`src/rtl/adc_scan_pkg.sv`:
```
package adc_scan_pkg;
  typedef enum logic [2:0] {
    S_IDLE    = 3'd0,
    S_ARM     = 3'd1,
    S_RD_GO   = 3'd2,
    S_RD_WAIT = 3'd3,
    S_WR_GO   = 3'd4,
    S_WR_WAIT = 3'd5
  } scan_st_t;

  localparam int HDR_BITS = 8;
  localparam int STAT_BITS = 8;
  localparam int WR_BITS = 16;
  localparam logic [7:0] SEQ_RESET_VAL = 8'hFF;
endpackage

```
`src/rtl/drdy_sync.sv`:
```
module drdy_sync (
  input  logic clk,
  input  logic rst_n,
  input  logic drdy_n,
  output logic fall
);
  logic s1, s2, s3;

  always_ff @(posedge clk or negedge rst_n) begin
    if (!rst_n) begin
      s1 <= 1'b1;
      s2 <= 1'b1;
      s3 <= 1'b1;
    end else begin
      s1 <= drdy_n;
      s2 <= s1;
      s3 <= s2;
    end
  end

  assign fall = s3 & ~s2;
endmodule

```
`src/rtl/spi_shift_engine.sv`:
```
module spi_shift_engine #(
  parameter int FW = 40,
  parameter int DIV_W = 8,
  parameter int RXW = FW - 8,
  localparam int LEN_W = $clog2(FW + 1)
) (
  input  logic             clk,
  input  logic             rst_n,
  input  logic             go,
  input  logic [LEN_W-1:0] nbits,
  input  logic [FW-1:0]    tx,
  input  logic [DIV_W-1:0] div,
  input  logic             miso,
  output logic             sclk,
  output logic             mosi,
  output logic [RXW-1:0]   rx,
  output logic             fin
);
  logic             act_q, act_d;
  logic             sclk_q, sclk_d;
  logic [DIV_W-1:0] hcnt_q, hcnt_d;
  logic [LEN_W-1:0] bcnt_q, bcnt_d;
  logic [LEN_W-1:0] len_q, len_d;
  logic [FW-1:0]    tsr_q, tsr_d;
  logic [RXW-1:0]   rsr_q, rsr_d;
  logic             fin_q, fin_d;

  always_comb begin
    act_d  = act_q;
    sclk_d = sclk_q;
    hcnt_d = hcnt_q;
    bcnt_d = bcnt_q;
    len_d  = len_q;
    tsr_d  = tsr_q;
    rsr_d  = rsr_q;
    fin_d  = 1'b0;
    if (go && !act_q) begin
      act_d  = 1'b1;
      sclk_d = 1'b0;
      hcnt_d = '0;
      bcnt_d = '0;
      len_d  = nbits;
      tsr_d  = tx;
    end else if (act_q) begin
      if (hcnt_q == div) begin
        hcnt_d = '0;
        if (!sclk_q) begin
          sclk_d = 1'b1;
          rsr_d  = {rsr_q[RXW-2:0], miso};
        end else begin
          sclk_d = 1'b0;
          tsr_d  = {tsr_q[FW-2:0], 1'b0};
          bcnt_d = bcnt_q + 1'b1;
          if (bcnt_q == len_q - 1'b1) begin
            act_d = 1'b0;
            fin_d = 1'b1;
          end
        end
      end else begin
        hcnt_d = hcnt_q + 1'b1;
      end
    end
  end

  always_ff @(posedge clk or negedge rst_n) begin
    if (!rst_n) begin
      act_q  <= 1'b0;
      sclk_q <= 1'b0;
      hcnt_q <= '0;
      bcnt_q <= '0;
      len_q  <= '0;
      tsr_q  <= '0;
      rsr_q  <= '0;
      fin_q  <= 1'b0;
    end else begin
      act_q  <= act_d;
      sclk_q <= sclk_d;
      hcnt_q <= hcnt_d;
      bcnt_q <= bcnt_d;
      len_q  <= len_d;
      tsr_q  <= tsr_d;
      rsr_q  <= rsr_d;
      fin_q  <= fin_d;
    end
  end

  assign sclk = sclk_q;
  assign mosi = tsr_q[FW-1];
  assign rx   = rsr_q;
  assign fin  = fin_q;


  fin_low_chk: assert property (@(posedge clk) disable iff (!rst_n)
    fin |-> !sclk);

  idle_sclk_chk: assert property (@(posedge clk) disable iff (!rst_n)
    !act_q |-> !sclk_q);
endmodule

```
`src/rtl/result_bank.sv`:
```
module result_bank #(
  parameter int NCH = 16,
  parameter int DW = 24,
  localparam int CW = $clog2(NCH)
) (
  input  logic          clk,
  input  logic          rst_n,
  input  logic          we,
  input  logic [CW-1:0] wsel,
  input  logic [DW-1:0] wdata,
  input  logic [CW-1:0] rsel,
  output logic [DW-1:0] rdata
);
  logic [DW-1:0] slot [NCH];

  for (genvar g = 0; g < NCH; g++) begin : g_slot
    always_ff @(posedge clk or negedge rst_n) begin
      if (!rst_n) slot[g] <= '0;
      else if (we && (wsel == CW'(g))) slot[g] <= wdata;
    end
  end

  assign rdata = (int'(rsel) < NCH) ? slot[rsel] : '0;
endmodule

```
`src/rtl/adc_scan_seq.sv`:
```
module adc_scan_seq
  import adc_scan_pkg::*;
#(
  parameter int NCH = 16,
  parameter int DATA_W = 24,
  parameter int DIV_W = 8,
  parameter int PER_W = 16,
  parameter int LIM_W = 8,
  parameter logic [7:0] RD_CMD = 8'h30,
  parameter logic [7:0] WR_CMD = 8'h68
) (
  input  logic                     clk,
  input  logic                     rst_n,
  input  logic                     trig,
  input  logic [NCH-1:0]           ch_en,
  input  logic [LIM_W-1:0]         frame_limit,
  input  logic [DIV_W-1:0]         sclk_div,
  input  logic [PER_W-1:0]         conv_period,
  input  logic [$clog2(NCH)-1:0]   rd_ch,
  output logic [DATA_W-1:0]        rd_data,
  output logic                     adc_start,
  input  logic                     adc_drdy_n,
  output logic                     spi_cs_n,
  output logic                     spi_sclk,
  output logic                     spi_mosi,
  input  logic                     spi_miso,
  output logic                     done,
  output logic                     err_timeout,
  output logic                     err_rate,
  output logic [NCH-1:0]           overrun
);
  localparam int CW = $clog2(NCH);
  localparam int FW = HDR_BITS + STAT_BITS + DATA_W;
  localparam int RXW = FW - HDR_BITS;
  localparam int LEN_W = $clog2(FW + 1);
  localparam int RATE_K = 4 * FW;

  logic [1:0] rst_pipe;
  logic       rst_s;
  always_ff @(posedge clk or negedge rst_n) begin
    if (!rst_n) rst_pipe <= 2'b00;
    else        rst_pipe <= {rst_pipe[0], 1'b1};
  end
  assign rst_s = rst_pipe[1];

  scan_st_t         st_q, st_d;
  logic [NCH-1:0]   en_q, en_d, got_q, got_d, ovr_q, ovr_d;
  logic [LIM_W-1:0] frm_q, frm_d;
  logic             err_q, err_d, done_q, done_d;
  logic             start_q, start_d, cs_q, cs_d;

  logic             drdy_fall, eng_go, eng_wr, eng_fin;
  logic [RXW-1:0]   eng_rx;
  logic [FW-1:0]    eng_tx;
  logic [LEN_W-1:0] eng_len;

  logic [7:0]       stat;
  logic [4:0]       id;
  logic [CW-1:0]    id_c;
  logic             hit, all_got, unused_rsv;
  logic [NCH-1:0]   hit_mask;
  logic [31:0]      rate_need;

  assign rate_need = 32'(RATE_K) * (32'(sclk_div) + 32'd1);
  assign err_rate  = rate_need > 32'(conv_period);

  assign stat       = eng_rx[DATA_W +: 8];
  assign id         = stat[4:0];
  assign id_c       = id[CW-1:0];
  assign unused_rsv = ^stat[6:5];
  assign hit        = eng_fin && (st_q == S_RD_WAIT) && stat[7] &&
                      (int'(id) < NCH) && en_q[id_c];
  assign hit_mask   = hit ? (NCH'(1) << id_c) : '0;
  assign all_got    = ((got_q | hit_mask) & en_q) == en_q;

  assign eng_tx  = eng_wr ? {WR_CMD, SEQ_RESET_VAL, {(FW-WR_BITS){1'b0}}}
                          : {RD_CMD, {(FW-HDR_BITS){1'b0}}};
  assign eng_len = eng_wr ? LEN_W'(WR_BITS) : LEN_W'(FW);

  always_comb begin
    st_d    = st_q;
    en_d    = en_q;
    got_d   = got_q;
    ovr_d   = ovr_q;
    frm_d   = frm_q;
    err_d   = err_q;
    start_d = start_q;
    cs_d    = cs_q;
    done_d  = 1'b0;
    eng_go  = 1'b0;
    eng_wr  = 1'b0;
    case (st_q)
      S_IDLE: begin
        if (trig && !err_rate && (|ch_en)) begin
          st_d    = S_ARM;
          en_d    = ch_en;
          got_d   = '0;
          ovr_d   = '0;
          frm_d   = '0;
          err_d   = 1'b0;
          start_d = 1'b1;
        end
      end
      S_ARM: begin
        if (drdy_fall) begin
          st_d = S_RD_GO;
          cs_d = 1'b1;
        end
      end
      S_RD_GO: begin
        eng_go = 1'b1;
        st_d   = S_RD_WAIT;
      end
      S_RD_WAIT: begin
        if (eng_fin) begin
          frm_d = frm_q + 1'b1;
          if (hit) begin
            got_d = got_q | hit_mask;
            ovr_d = ovr_q | (got_q & hit_mask);
          end
          if (all_got) begin
            st_d = S_WR_GO;
          end else if (({1'b0, frm_q} + 1'b1) >= {1'b0, frame_limit}) begin
            st_d    = S_IDLE;
            err_d   = 1'b1;
            cs_d    = 1'b0;
            start_d = 1'b0;
          end else begin
            st_d = S_RD_GO;
          end
        end
      end
      S_WR_GO: begin
        eng_go = 1'b1;
        eng_wr = 1'b1;
        st_d   = S_WR_WAIT;
      end
      S_WR_WAIT: begin
        if (eng_fin) begin
          st_d    = S_IDLE;
          cs_d    = 1'b0;
          start_d = 1'b0;
          done_d  = 1'b1;
        end
      end
      default: st_d = S_IDLE;
    endcase
  end

  always_ff @(posedge clk or negedge rst_s) begin
    if (!rst_s) begin
      st_q    <= S_IDLE;
      en_q    <= '0;
      got_q   <= '0;
      ovr_q   <= '0;
      frm_q   <= '0;
      err_q   <= 1'b0;
      start_q <= 1'b0;
      cs_q    <= 1'b0;
      done_q  <= 1'b0;
    end else begin
      st_q    <= st_d;
      en_q    <= en_d;
      got_q   <= got_d;
      ovr_q   <= ovr_d;
      frm_q   <= frm_d;
      err_q   <= err_d;
      start_q <= start_d;
      cs_q    <= cs_d;
      done_q  <= done_d;
    end
  end

  drdy_sync u_sync (
    .clk    (clk),
    .rst_n  (rst_s),
    .drdy_n (adc_drdy_n),
    .fall   (drdy_fall)
  );

  spi_shift_engine #(.FW(FW), .DIV_W(DIV_W), .RXW(RXW)) u_eng (
    .clk   (clk),
    .rst_n (rst_s),
    .go    (eng_go),
    .nbits (eng_len),
    .tx    (eng_tx),
    .div   (sclk_div),
    .miso  (spi_miso),
    .sclk  (spi_sclk),
    .mosi  (spi_mosi),
    .rx    (eng_rx),
    .fin   (eng_fin)
  );

  result_bank #(.NCH(NCH), .DW(DATA_W)) u_bank (
    .clk   (clk),
    .rst_n (rst_s),
    .we    (hit),
    .wsel  (id_c),
    .wdata (eng_rx[DATA_W-1:0]),
    .rsel  (rd_ch),
    .rdata (rd_data)
  );

  assign adc_start   = start_q;
  assign spi_cs_n    = ~cs_q;
  assign done        = done_q;
  assign err_timeout = err_q;
  assign overrun     = ovr_q;


  cs_sclk_chk: assert property (@(posedge clk) disable iff (!rst_s)
    spi_cs_n |-> !spi_sclk);

  start_cs_chk: assert property (@(posedge clk) disable iff (!rst_s)
    !adc_start |-> spi_cs_n);

  arm_quiet_chk: assert property (@(posedge clk) disable iff (!rst_s)
    (st_q == S_ARM) |-> (spi_cs_n && adc_start));

  done_pulse_chk: assert property (@(posedge clk) disable iff (!rst_s)
    done |=> !done);

  done_all_chk: assert property (@(posedge clk) disable iff (!rst_s)
    done |-> ((got_q & en_q) == en_q));

  ovr_en_chk: assert property (@(posedge clk) disable iff (!rst_s)
    (overrun & ~en_q) == '0);

  abort_quiet_chk: assert property (@(posedge clk) disable iff (!rst_s)
    $rose(err_timeout) |-> (!done && spi_cs_n && !adc_start));
endmodule

```
`config.mk`:
```
export PLATFORM = sky130hd
export DESIGN_NAME = adc_scan_seq
export DESIGN_NICKNAME = d
export VERILOG_FILES = /design/src/rtl/adc_scan_pkg.sv /design/src/rtl/drdy_sync.sv /design/src/rtl/spi_shift_engine.sv /design/src/rtl/result_bank.sv /design/src/rtl/adc_scan_seq.sv
export SDC_FILE = /design/constraint.sdc
export NUM_CORES = 1
export LEC_CHECK = 0
export BUFFER_PORTS_ARGS = -buffer_cell sky130_fd_sc_hd__buf_2
export CAP_MARGIN = 0
export CORE_ASPECT_RATIO = 0.75
export CORE_MARGIN = 2
export CORE_UTILIZATION = 60
export CTS_CLUSTER_DIAMETER = 120
export DETAILED_ROUTE_END_ITERATION = 6
export GPL_ROUTABILITY_DRIVEN = 0
export PLACE_DENSITY_LB_ADDON = 0.2
export SYNTH_ARGS = -nofsm -noshare
export SYNTH_HDL_FRONTEND = slang
export SYNTH_SLANG_ARGS = --single-unit
```
`constraint.sdc`:
```
create_clock -name clk -period 20.3 [get_ports clk]
set_input_delay 2.03 -clock clk [delete_from_list [all_inputs] [get_ports clk]]
set_output_delay 2.03 -clock clk [all_outputs]
set_load 0.01 [all_outputs]
```
======== Word-level counts from Yosys, hierarchy flattened ========
Cells that the tools add are included.
cells by class
  add/subtract/negate cells ............... 6
  $lt $le $gt $ge ......................... 5
  equal/unequal tests ..................... 30
  muxes and demuxes ....................... 67
  multiply operators ...................... 1
  bitwise logic cells ..................... 10
  shift operators ......................... 1
  reduce and logical (&&, ||, !) cells .... 45
operators with widths
  operator                                              count
  2-to-1 mux 40 bit                                     4
  binary-select mux 24 bit (select 4 bit)               1
  2-to-1 mux 16 bit                                     6
  one-hot mux 16 bit (2 select lines)                   2
  2-to-1 mux 24 bit                                     2
  2-to-1 mux 8 bit                                      5
  2-to-1 mux 39 bit                                     1
  bitwise AND 16 bit                                    2
  equality test 4 bit (second input constant)           8
  OR 16 bit                                             2
  2-to-1 mux 6 bit                                      5
  2-to-1 mux 1 bit                                      29
  logical AND 1 bit                                     23
  adder 8 x 1 -> 9 bit (second input constant)          2
  one-hot mux 3 bit (6 select lines)                    1
  > comparator 17 x 16 -> 1 bit                         1
  adder 8 x 1 -> 8 bit (second input constant)          2
  equality test 16 bit                                  1
  equality test 4 x 3 -> 1 bit (second input constant)  4
  one-hot mux 8 bit (2 select lines)                    1
  OR reduction 16 bit                                   1
  left shift 1 x 4 -> 16 bit (first input constant)     1
  2-to-1 mux 3 bit                                      5
  multiplier 3 x 9 -> 12 bit (first input constant)     1
  other kinds (33)                                      55
storage, ports and cells
  register bits ........................... 547
  logic and storage cells ................. 202
  input bits .............................. 57
  output and inout port bits .............. 47

======== Logic depth before layout (Yosys ltp) ========
  depth in word-level cells ............... 12
  gate-level depth with buffers ........... 21
  mapped depth without buffers ............ 19

======== Cells and area by module ========
A second synthesis with hierarchy kept.
unflattened totals
  cell total of the unflattened synthesis .. 1971
  area, all modules ....................... 26137.6 µm²
by module, submodules not included
  module            sequential area each (µm²)  times used  area an instance (µm²)  cells an instance
  result_bank       9609.2                      1           17355.4                 1059
  adc_scan_seq      1626.6                      1           4409.2                  482
  spi_shift_engine  2377.3                      1           4280.4                  426
  drdy_sync         78.8                        1           92.6                    4

======== Worst setup path after synthesis ========
No wires, ideal clock.
  path kind ............................... input -> output
  from .................................... input sclk_div[0]
  to ...................................... output err_rate
  path slack .............................. 13239 ps
  path buffers ............................ 0
  cell stages on the path ................. 16
  required time ........................... 18270 ps
  arrival ................................. 5031 ps
  cells stage by stage .................... ha_1 > nand3_1 > xnor2_1 > ha_1 > inv_1 > fa_1 > nor2b_1 > o21ai_0 > a21boi_0 > o21a_1 > nor2_1 > xnor2_1 > ha_1 > nand3_1 > o32a_1 > o21ai_0
between the ends
  longest elaborated chain between the ends .. 3
ends and longest elaborated chain
  what                           RTL line            source
  start, declared                adc_scan_seq.sv:17  input logic [DIV_W-1:0] sclk_div,
  adder 8 x 1 -> 9 bit           adc_scan_seq.sv:64  assign rate_need = 32'(RATE_K) * (32'(sclk_div) + 32'd1);
  multiplier 3 x 9 -> 12 bit     adc_scan_seq.sv:64
  > comparator 17 x 16 -> 1 bit  adc_scan_seq.sv:65  assign err_rate = rate_need > 32'(conv_period);
  end, declared                  adc_scan_seq.sv:29  output logic err_rate,
No other way between the ends.

======== Final worst setup path ========
Same ends and word-level chain as after synthesis.

==> results.txt <==
Max-cap violations: 0
unrepaired setup endpoints after global routing: no
Yosys reg bits: 519
Hold Crit Class: flop to flop
Clock Power Share: 0.431
Least-Margin Pin Slew: 1.132 ns
Net Count, Synth: 2177
Rows: 64
Final Instance Count excl. Fillers: 2668
setup TNS: 0 ns
Reg clk slew, reported paths: 0.05 ns
Bufs on Longest Clock Path: 3
IO buf count: 103
crit-path max FO: 5
status: completed
antenna cells: 0
P_sw: 0.0005266 W
achievable frequency: 129.7 MHz
Initial Util: 0.6037
Req. time, crit path: 18.27 ns
fin nets: 2201
via count: 16460
most frequent cell after synthesis: nand2_1
Static Leak: 13.54 nW
Hold Fails Final Rpt: 0
gr ovfl total: 0
Seq pwr share: 0.497
Post-Syn Area: 24460 um^2
routed len/inst: 22.53 um
maximum vdd ir drop: 74.02 uV
Tcrit/Tclk final: 0.3797
overall routing resource usage: 0.2916
post-synthesis async set-or-reset flop share: 1.000
worst reg2reg path depth: 5
synthesis-to-layout area growth: 9.944%
Chip Width: 237.1 um
reg2reg start: st_q[1]
logic gate share of total power: 0.073
die span in y: 178.9 um
CP startpoint kind: input pin
CP Capture Type: primary output
number of synthesized flops with an enable pin: 0
Core ar.: 40520 um^2
top cells by count, synth: nand2_1, dfrtp_1, mux2_2
endpoints failing setup: 0
post-CTS setup buffers: 0
ANT nets after route: 0
Post-DP HPWL: 35140 um
# IOs: 104
Clock Root Buffer: clkbuf_16
largest area contributor in the netlist: dfrtp_1
Gate Count Post-Synth: 2081
sequential share of the synthesized area: 0.5311
Worst Skew: 0.01845 ns
Clock Sinks: 519
largest net degree at the start of global routing: 84
CTS Buf Count: 50
max_slew headroom: 0.2454
share of layout cells above drive strength 1: 0.2907
Post-CTS Hold Buffers: 0
vias in the first global route: 16330
crit path from: sclk_div[0]
yosys warns: 0
final wirelength: 60120 um
H-tree depth: 2
initial antenna violation count: 0
first-pass GRT wire length: 94260 um
CP Class: input pin to primary output
share of the synthesized area in the top cell type: 0.5279
ys flop type: dfrtp_1
initial drt markers: 1554
Final Slew Violations: 0
Critical Path End: err_rate
placed cell count: 2581
Clk Latency, worst-skew pair: 0.58 ns
CTS resizes: 0
Die ar.: 42410 um^2
Tmin final: 7.708 ns
Mean Syn Cell Area: 11.75 um^2
number of remaining DRC errors: 0
CTS tree: yes
top cells by area, synth: dfrtp_1, mux2_2, mux4_2, nand2_1, ha_1
Switching Fraction: 0.2359
Fillers: 2889
CP arrival: 5.68 ns
drt pass-1 iters: 5
pwr dens: 83.03 nW/um^2
flop-to-flop setup slack: 16.70 ns
P_int: 0.001706 W
Netlist cell types: 74
RR Endpoint: u_bank.slot[148]
vias per std cell: 6.171
[critical path, stage by stage]
cell	delay, ns
buf_2	0.14
ha_1	0.24
nand3_1	0.11
xnor2_1	0.17
ha_1	0.32
inv_1	0.07
fa_1	0.46
nor2b_1	0.12
o21ai_0	0.10
a21boi_0	0.34
nor2_1	0.11
ha_1	0.30
a21o_1	0.16
a2111oi_0	0.44
o32a_1	0.28
o21ai_0	0.12
buf_2	0.17
[flip-flops by register name, summed over array words and instances, names as in the netlist, 2 cells and up]
signal        cells
st_q              3
u_bank.slot     384
u_eng.len_q       2
u_eng.bcnt_q      6
overrun          16
frm_q             8
u_eng.tsr_q      16
got_q            16
en_q             16
u_eng.rx         32
rst_pipe          2
u_eng.hcnt_q      8
[cells by family after synthesis]
group                      Yosys count  share of synthesized area
other                                1                  0.0001533
adders and majority gates           39                    0.02026
AOI/OAI and AO/OA                  142                    0.03811
xor gates and xnor gates            35                    0.01253
muxes                              392                     0.2355
buffers and inverters              210                    0.03524
and+or+nand+nor                    743                     0.1271
DFF                                519                     0.5311
[per-layer routing]
layer / GRT usage / wire length [um] / vias up / part of all wire
met2: 0.4478 / 27700 / 618 / 0.46
met1: 0.4301 / 26320 / 8509 / 0.44
met3: 0.05358 / 4318 / 126 / 0.072
li1: - / - / 7211 / -
met5: 0 / 0 / - / 0
met4: 0.08962 / 1770 / 0 / 0.029
[cell type report]
type                       count  area [um^2]  area share
multi-input combinational   1352        10630      0.3954
timing repair buffer         132        742.0     0.02759
sequential                   519        13000      0.4832
clock inverter                19        282.8     0.01052
inverter                      50        187.7    0.006979
clock buffer                  68         1390     0.05169
tap                          528        660.6     0.02457
[through the flow]
| stage | total power (W) | instance area [um^2] | hold slack [ns] | worst slack (ns) | util |
|---|---|---|---|---|---|
| after detailed placement | 0.001290 | 25220 | 0.3426 | 12.62 | 0.6224 |
| after global routing | 0.002315 | 26890 | 0.3559 | 12.35 | 0.6637 |
| final | 0.002233 | 26890 | 0.3484 | 12.59 | 0.6637 |
| after floorplan | 0.001230 | 24460 | 0.3312 | 4.768 | - |
| after CTS | 0.002250 | 26890 | 0.3539 | 12.61 | 0.6637 |
| after global placement | 0.001283 | 25220 | 0.3385 | 12.77 | 0.6224 |
[worst min-delay path by stage]
stage,from,endpoint,depth (start not counted)
detailed placement,rst_pipe[0],rst_pipe[1],0
floorplan,rst_pipe[0],rst_pipe[1],0
finish,rst_pipe[0],rst_pipe[1],0
global placement,rst_pipe[0],rst_pipe[1],0
global route,rst_pipe[0],rst_pipe[1],0
CTS,rst_pipe[0],rst_pipe[1],0
[cells in the final DEF (no fill, tap or decap), types with 30 or more instances in the layout]
cell and count:
dfrtp_1 515, clkbuf_16 51, nor2_1 61, mux2_2 263
o21ai_0 37, buf_4 30, buf_2 101, ha_1 38
mux4_2 120, a21oi_1 41, nand2_1 575, inv_1 45
[power by group through the flow]
stage	logic (W)	clock network (W)	registers, W
after floorplan	0.0000991	0	0.00113
after global placement	0.000158	0	0.00112
after detailed placement	0.000164	0	0.00113
after CTS	0.000165	0.000977	0.00111
after global routing	0.000184	0.00102	0.00111
final	0.000162	0.000962	0.00111
Power figures use the tool's default switching activity.
